### src/rtl/qdec_pkg.sv
package qdec_pkg;

    // Last sampled {A,B} phase; encoding equals the input code
    typedef enum logic [1:0] {
        PH00 = 2'b00,
        PH01 = 2'b01,
        PH11 = 2'b11,
        PH10 = 2'b10
    } qphase_e;

    // Decoded step for one clock
    typedef enum logic [1:0] {
        STEP_HOLD = 2'b00,
        STEP_UP   = 2'b01,
        STEP_DOWN = 2'b10,
        STEP_BAD  = 2'b11
    } step_e;

    // Control word bit positions
    localparam int CTL_IDX_EN   = 0;
    localparam int CTL_CLR_POS  = 1;
    localparam int CTL_CLR_ERR  = 2;
    localparam int CTL_CLR_SEEN = 3;

    // Register addresses
    localparam int ADDR_POS  = 0;
    localparam int ADDR_CTRL = 1;

endpackage

### src/rtl/qdec_sync.sv
module qdec_sync #(
    parameter int WIDTH  = 3,
    parameter int STAGES = 2
) (
    input  logic             clk,
    input  logic             rst,
    input  logic [WIDTH-1:0] din,
    output logic [WIDTH-1:0] dout
);
    logic [STAGES-1:0][WIDTH-1:0] chain_q;

    always_ff @(posedge clk) begin
        if (rst) chain_q[0] <= '0;
        else     chain_q[0] <= din;
    end

    generate
        for (genvar s = 1; s < STAGES; s++) begin : g_stage
            always_ff @(posedge clk) begin
                if (rst) chain_q[s] <= '0;
                else     chain_q[s] <= chain_q[s-1];
            end
        end
    endgenerate

    assign dout = chain_q[STAGES-1];
endmodule

### src/rtl/qdec_phase_fsm.sv
module qdec_phase_fsm
    import qdec_pkg::*;
(
    input  logic        clk,
    input  logic        rst,
    input  logic [1:0]  ab,
    output step_e       step
);
    qphase_e state_q;
    qphase_e up_ph;
    qphase_e dn_ph;

    // State register: always follows the sampled phase
    always_ff @(posedge clk) begin
        if (rst) state_q <= PH00;
        else     state_q <= qphase_e'(ab);
    end

    // Output: classify the transition out of the current state
    always_comb begin
        unique case (state_q)
            PH00: begin up_ph = PH01; dn_ph = PH10; end
            PH01: begin up_ph = PH11; dn_ph = PH00; end
            PH11: begin up_ph = PH10; dn_ph = PH01; end
            PH10: begin up_ph = PH00; dn_ph = PH11; end
        endcase
        if (ab == state_q)      step = STEP_HOLD;
        else if (ab == up_ph)   step = STEP_UP;
        else if (ab == dn_ph)   step = STEP_DOWN;
        else                    step = STEP_BAD;
    end
endmodule

### src/rtl/qdec_counter.sv
module qdec_counter
    import qdec_pkg::*;
#(
    parameter int POS_W = 16
) (
    input  logic             clk,
    input  logic             rst,
    input  logic             clr,
    input  step_e            step,
    output logic [POS_W-1:0] pos
);
    localparam logic [POS_W-1:0] ONE = POS_W'(1);

    always_ff @(posedge clk) begin
        if (rst || clr)              pos <= '0;
        else if (step == STEP_UP)    pos <= pos + ONE;
        else if (step == STEP_DOWN)  pos <= pos - ONE;
    end
endmodule

### src/rtl/qdec_position.sv
module qdec_position
    import qdec_pkg::*;
#(
    parameter int POS_W     = 16,
    parameter int ADDR_W    = 2,
    parameter int SYNC_DEPTH = 2
) (
    input  logic              clk,
    input  logic              rst,
    input  logic              enc_a,
    input  logic              enc_b,
    input  logic              enc_z,
    input  logic              bus_cs,
    input  logic              bus_rd,
    input  logic              bus_wr,
    input  logic [ADDR_W-1:0] bus_addr,
    input  logic [POS_W-1:0]  bus_wdata,
    output logic [POS_W-1:0]  bus_rdata
);
    localparam int STAT_W = 3;

    logic [2:0]        raw_in;
    logic [2:0]        sync_in;
    logic              z_s, z_prev_q, z_rise;
    step_e             step;
    logic [POS_W-1:0]  pos_q;
    logic [POS_W-1:0]  latch_q;
    logic              idx_en_q, err_q, seen_q;
    logic              rd_pos, wr_ctrl, clr_pos;
    logic [STAT_W-1:0] status;
    logic              wdata_unused;

    assign raw_in = {enc_z, enc_a, enc_b};

    qdec_sync #(.WIDTH(3), .STAGES(SYNC_DEPTH)) u_sync (
        .clk  (clk),
        .rst  (rst),
        .din  (raw_in),
        .dout (sync_in)
    );

    assign z_s = sync_in[2];

    qdec_phase_fsm u_fsm (
        .clk  (clk),
        .rst  (rst),
        .ab   (sync_in[1:0]),
        .step (step)
    );

    always_ff @(posedge clk) begin
        if (rst) z_prev_q <= 1'b0;
        else     z_prev_q <= z_s;
    end
    assign z_rise = z_s & ~z_prev_q;

    assign rd_pos  = bus_cs && bus_rd && (bus_addr == ADDR_W'(ADDR_POS));
    assign wr_ctrl = bus_cs && bus_wr && (bus_addr == ADDR_W'(ADDR_CTRL));
    assign clr_pos = (wr_ctrl && bus_wdata[CTL_CLR_POS]) || (z_rise && idx_en_q);

    qdec_counter #(.POS_W(POS_W)) u_cnt (
        .clk  (clk),
        .rst  (rst),
        .clr  (clr_pos),
        .step (step),
        .pos  (pos_q)
    );

    // Control and status flags
    always_ff @(posedge clk) begin
        if (rst) begin
            idx_en_q <= 1'b0;
            err_q    <= 1'b0;
            seen_q   <= 1'b0;
        end else begin
            if (wr_ctrl) idx_en_q <= bus_wdata[CTL_IDX_EN];
            err_q  <= (err_q  & ~(wr_ctrl && bus_wdata[CTL_CLR_ERR]))  | (step == STEP_BAD);
            seen_q <= (seen_q & ~(wr_ctrl && bus_wdata[CTL_CLR_SEEN])) | z_rise;
        end
    end

    // Read latch: whole word in one edge
    always_ff @(posedge clk) begin
        if (rst)         latch_q <= '0;
        else if (rd_pos) latch_q <= pos_q;
    end

    assign status       = {idx_en_q, seen_q, err_q};
    assign wdata_unused = ^bus_wdata[POS_W-1:CTL_CLR_SEEN+1];

    always_comb begin
        if (bus_addr == ADDR_W'(ADDR_POS))       bus_rdata = latch_q;
        else if (bus_addr == ADDR_W'(ADDR_CTRL)) bus_rdata = POS_W'(status);
        else                                     bus_rdata = '0;
    end
endmodule

### config.mk
export PLATFORM = sky130hd
export DESIGN_NAME = qdec_position
export DESIGN_NICKNAME = d
export VERILOG_FILES = /design/src/rtl/qdec_pkg.sv /design/src/rtl/qdec_sync.sv /design/src/rtl/qdec_phase_fsm.sv /design/src/rtl/qdec_counter.sv /design/src/rtl/qdec_position.sv
export SDC_FILE = /design/constraint.sdc
export NUM_CORES = 1
export LEC_CHECK = 0
export BUFFER_PORTS_ARGS = -buffer_cell sky130_fd_sc_hd__buf_2
export CAP_MARGIN = 20
export CORE_MARGIN = 4
export CORE_UTILIZATION = 35
export DETAILED_ROUTE_END_ITERATION = 8
export REMOVE_ABC_BUFFERS = 1
export SETUP_SLACK_MARGIN = 0.3
export SLEW_MARGIN = 5
export SYNTH_ARGS = -nofsm -noshare
export SYNTH_HDL_FRONTEND = slang
export SYNTH_SLANG_ARGS = --single-unit
### constraint.sdc
create_clock -name clk -period 2.9 [get_ports clk]
set_input_delay 0.58 -clock clk [delete_from_list [all_inputs] [get_ports clk]]
set_output_delay 0.58 -clock clk [all_outputs]
set_load 0.05 [all_outputs]
After elaboration in Yosys (flattened, before gate mapping)
Index checks and enable logic that the tools add are counted.
Widths: inputs -> output; s select.
Word-level totals
  memory bits (writable): 0
  bits in latches: 0
  memory bits (read-only): 0
  memories: 0
  output and inout bits: 16
  input bits: 26
  logic and storage cells: 51
  bits in registers: 44
Cells by class
  shift-type cells: 0
  eq/ne operators: 10
  divide/modulo/power cells: 0
  order comparisons: 0
  bitwise logic cells: 8
  multipliers: 0
  multiplexer cells: 9
  reduce and logical (&&, ||, !) cells: 13
  $add $sub $neg: 2
Operators with widths (count)
  $mux 16: 3
  $add 16x1->16 const B: 1
  $pmux 2 s4: 2
  $sub 16x1->16 const B: 1
  $eq 2x2->1 const B: 4
  $logic_and 1x1->1: 8
  $eq 2x1->1 const B: 3
  $eq 2x2->1: 3
  $logic_not 2->1: 2
  $mux 2: 2
  $and 1x1->1: 3
  $mux 3: 1
  $not 1->1: 3
  $logic_or 1x1->1: 2
  $or 1x1->1: 2
  $reduce_bool 2->1: 1
  $mux 1: 1

Depth between registers and ports, before layout
  depth after elaboration: 9
  depth in mapped cells: 14
  depth with buffers taken out: 13

Cells and area by module
Synthesis repeated with hierarchy kept, for this count alone.
Second synthesis, totals
  cells, all modules: 310
  area total of the unflattened synthesis: 2568.7 um^2
Modules (own cells, without submodules)
  qdec_counter: cells each 169, area each 1347.5 um^2, sequential area each 320.3 um^2, instances 1
  qdec_position: cells each 113, area each 933.4 um^2, sequential area each 400.4 um^2, instances 1
  qdec_sync: cells each 15, area each 180.2 um^2, sequential area each 120.1 um^2, instances 1
  qdec_phase_fsm: cells each 13, area each 107.6 um^2, sequential area each 40.0 um^2, instances 1

Worst setup path before layout
No wires, ideal clock.
  kind: register to register
  start: register u_fsm.state_q[0]
  end: register u_cnt.pos[15]
  setup time: 132 ps
  cell stages (with the launch flop): 14
  data arrival time: 2587 ps
  required time: 2768 ps
  period minus slack after synthesis: 2719 ps
  slack: 181 ps
  buffers on the path: 0
  cells stage by stage: dfxtp_1 nor2_1 a21oi_1 nor2_1 a21o_1 ha_1 inv_1 ha_1 a21o_1 o21bai_1 a21boi_0 o21ai_0 xnor2_1 a21oi_1
Between the ends
  longest elaborated chain between the ends: 8
  elaborated cells on any way between the ends: 16
  those cells by class: eq/ne (8); mux (6); reduce/logical (2)
Ends and longest elaborated chain
  start, declared: RTL line qdec_phase_fsm.sv:9  | qphase_e state_q;
  start signal, assigned: RTL line qdec_phase_fsm.sv:16  | else state_q <= qphase_e'(ab);
  $eq 2x2->1, or another cell as far along: RTL line qdec_phase_fsm.sv:21  | unique case (state_q)
  $pmux 2 s4: RTL line qdec_phase_fsm.sv:21
  $eq 2x2->1: RTL line qdec_phase_fsm.sv:29  | else if (ab == dn_ph) step = STEP_DOWN;
  $mux 1: RTL line qdec_phase_fsm.sv:29
  $mux 2: RTL line qdec_phase_fsm.sv:28  | else if (ab == up_ph) step = STEP_UP;
  $mux 2 *: RTL line qdec_phase_fsm.sv:27  | if (ab == state_q) step = STEP_HOLD;
  $eq 2x1->1 or $eq 2x2->1 (tied branches): RTL line qdec_counter.sv:16, qdec_counter.sv:17
  $mux 16 or $reduce_bool 2->1 (tied branches)
  end signal, assigned: RTL line qdec_counter.sv:16  | else if (step == STEP_UP) pos <= pos + ONE;
  end signal, assigned: RTL line qdec_counter.sv:17  | else if (step == STEP_DOWN) pos <= pos - ONE;
  end, declared: RTL line qdec_counter.sv:10  | output logic [POS_W-1:0] pos
Mark *: on every way between the ends. The rest lies on a longest branch, timed or not.
A chain may end at the register's enable or synchronous reset.

Final worst setup path
  start: register u_fsm.state_q[0]
  end: register u_cnt.pos[12]
Same word-level chain as after synthesis.

==> results.tsv <==
stage	metric	value	unit
outcome	outcome	finished clean	
sta	rsz0062_at_grt	yes	
floorplanning	core-area	6760	µm²
worst_hold_path	hp-class	register to register	
global_route	grt_pass1_wl	9650	µm
detailed_routing	ant_nets	0	
floorplanning	io_pins	42	
global_route	antenna_found_initial	0	
sta	relSlewSlack	0.546	
sta	hold_viol	0	
clocking	clk_pin_slew	90	ps
flow_run	max-cap-violations	0	
clocking	clock_latency	300	ps
global_route	grtUsageMet1	0.174	
final_layout	drive_above_1_share	0.290	
place	gp_congestion	0.849	
sta	setup_violations	0	
logic_synthesis	synth_fa_ha_area_frac	0.0960	
detailed_routing	drc_errors	0	
final_layout	n_fill_cell	684	
global_route	grt_max_degree	30	
sta	tightest_slew	679	ps
power_and_ir_drop	ir_drop	0.248	mV
detailed_routing	drt-wirelength-per-cell	13.8	µm
detailed_routing	first_iter_violations	116	
final_layout	diodes	0	
sta	period_needed	2570	ps
logic_synthesis	synth_flop_cell	dfxtp_1	
place	portBuffers	29	
critical_path	r2r_cells	12	
critical_path	start_kind	register	
clocking	hold_buffers	0	
critical_path	rr_endpoint	u_cnt.pos[12]	
logic_synthesis	yosys.area_share.simple	0.249	
floorplanning	rows	30	
critical_path	cp_max_fo	6	
logic_synthesis	synth_top_family_by_area	simple AND/OR/NAND/NOR gates	
logic_synthesis	synth_mux_area_frac	0.0289	
logic_synthesis	async_flop_share	0	
critical_path	rr_startpoint	u_fsm.state_q[0]	
global_route	grt_overflow_total	0	
sta	period_share	0.887	
critical_path	path_cells	nor2b_1 > o21ai_1 > o21ai_2 > ha_4 > buf_6 > fa_2 > nor2b_2 > o2111ai_2 > nand2_2 > a21oi_2 > or4_1 > nand3_1	
detailed_routing	viasPerCell	5.20	
floorplanning	die-area	8320	µm²
logic_synthesis	synth_compound_gate_area_share	0.186	
global_route	track_usage	0.141	
sta	clock.fmax	389	MHz
logic_synthesis	seq_area_frac_synth	0.363	
final_layout	fin_cells	435	
clocking	cts_buffer_depth	2	
critical_path	worstPathRequired	3150	ps
clocking	numCtsBuffers	5	
worst_hold_path	hp-start	u_sync.chain_q[0]	
logic_synthesis	synthCells	307	
global_route	grt-busiest-layer	met2	
critical_path	rrSetupSlack	330	ps
critical_path	crit_type	register to register	
final_layout	nets	398	
worst_hold_path	holdPathStages	1	
critical_path	critPathCaptureType	register	
critical_path	arrival	2820	ps
clocking	root_buffer	clkbuf_8	
sta	finClkSkew	8.67	ps
clocking	cts_max_level	2	
logic_synthesis	yosysUniqueCellTypes	34	
worst_hold_path	hold_end	u_sync.dout[0]	
logic_synthesis	yosysWarnings	0	
logic_synthesis	synth_xor_area_frac	0.0397	
critical_path	cpPeakStageDelay	400	ps
clocking	cts_sinks	44	
place	place_area	2740	µm²
final_layout	finish.utilization	0.467	
critical_path	slowest_stage	or4_1	
logic_synthesis	synth_edf_count	0	
final_layout	synthToLayoutAreaGrowth	30.1	%
final_layout	final_area	3160	µm²
global_route	grt_pass1_vias	2109	
critical_path	critPathTopFamily	simple AND/OR/NAND/NOR gates	
logic_synthesis	synth-seq-cells	44	
floorplanning	die_y	91.2	µm
place	hpwl	4190	µm
power_and_ir_drop	leakage	0.00130	µW
floorplanning	chipWidth	91.2	µm
detailed_routing	vias	2261	
floorplanning	initial_utilization	0.359	
detailed_routing	drt_pre_antenna_iters	4	
sta	slew_viol_final	0	
global_route	grt_use_met2	0.242	
logic_synthesis	synth_area_per_cell	7.90	µm²
critical_path	crit_buf_inv	1	
detailed_routing	routed_wl	6000	µm
clocking	cts_tree	done	
place	dpl.cell_count	420	
global_route	use_met3	0.0315	
logic_synthesis	syn-cell-area	2420	µm²
power_and_ir_drop	powerDensity	789	nW/µm²
## Yosys cell counts (7+ instances only)
| library cell | number | area, µm² |
|---|---|---|
| xnor2_1 | 8 | 70.1 |
| dfxtp_1 | 44 | 881 |
| mux2i_1 | 7 | 70.1 |
| and2_1 | 16 | 100 |
| clkbuf_1 | 12 | 45.0 |
| nand3_1 | 11 | 55.1 |
| ha_1 | 17 | 213 |
| nor2_1 | 20 | 75.1 |
| o21ai_0 | 12 | 60.1 |
| nand2_1 | 58 | 218 |
| nor2b_1 | 12 | 75.1 |
| a21oi_1 | 43 | 215 |
## metrics by stage
step	total power (µW)	hold slack [ps]	setup slack (ps)	setup TNS, ps
finish	2490	445	327	0
global route	2670	458	226	0
CTS	2280	455	273	0
detailed placement	1730	433	-7.40	-7.40
global placement	1710	415	8.97	0
floorplan	1440	414	180	0
## routing by layer
metal  vias up  wire length (µm)
li1       1156                 -
met1      1051              2720
met2        42              2950
met3        12               223
met4         0               103
met5         -                 0
## worst reg2reg max path, stage by stage (launching register included)
cell and delay [ps]:
dfxtp_4 380, nor2b_1 140, o21ai_1 190, o21ai_2 110, ha_4 190, buf_6 120, fa_2 340, nor2b_2 150
o2111ai_2 170, nand2_2 170, a21oi_2 80, or4_1 400, nand3_1 80
## sequential cells by signal, summed over array words and instances, names as in the netlist
register and count:
err_q 1, seen_q 1, u_sync.dout 3, z_prev_q 1, idx_en_q 1, u_sync.chain_q 3, u_fsm.state_q 2, latch_q 16
u_cnt.pos 16
## cell type report
cell class,instances,area [µm²],area share
clock buffers,5,68.8,0.0218
inverters,6,27.5,0.00872
repair buffers,54,348,0.110
clock inverters,3,47.5,0.0151
multi-input cells,243,1680,0.532
well taps,80,100,0.0317
flip-flops and latches,44,886,0.281
## repair_timing
action / CTS / global route
gates cloned: 0 / 0
buffers inserted: 0 / 7
pin swaps: 1 / 13
setup endpoints to repair: 11 / 11
gates resized for setup: 20 / 43
## report_power, final
group | switching (µW) | internal, µW | total [µW]
sequential | 72.5 | 674 | 747
combinational | 636 | 627 | 1260
clock | 222 | 259 | 482
total | 931 | 1560 | 2490
## worst max-delay path by stage
stage	end	slack, ps	depth (start not counted)	startpoint
after floorplan	u_cnt.pos[15]	180	13	u_fsm.state_q[0]
after global placement	u_cnt.pos[7]	9	13	u_fsm.state_q[0]
final	u_cnt.pos[12]	330	12	u_fsm.state_q[0]
after detailed placement	u_cnt.pos[7]	-7	13	u_fsm.state_q[0]
after global routing	u_cnt.pos[12]	230	12	u_fsm.state_q[0]
after CTS	u_cnt.pos[7]	270	13	u_fsm.state_q[0]
## placed cells by master (no fill, tap or decap), types with 6 or more instances in the layout
master	count
nand2_1	57
nor2_1	17
a21oi_1	33
and2_1	14
mux2i_1	7
dfxtp_1	42
a21oi_2	9
buf_2	29
o21ai_0	6
ha_1	6
nand3_1	11
nor2b_1	11
xnor2_1	8
buf_4	22
ha_4	8
## logic make-up (layout without fill, tap and decap cells)
family                   Yosys count  in the layout
multiplexers                       7              7
flip-flops                        44             44
adder cells (fa/ha/maj)           18             18
AO/OA/AOI/OAI                     77             77
buffers and inverters             20             68
XOR/XNOR                          11             11
AND/OR/NAND/NOR                  130            130
Note: power is estimated with default switching activity, not from simulation.
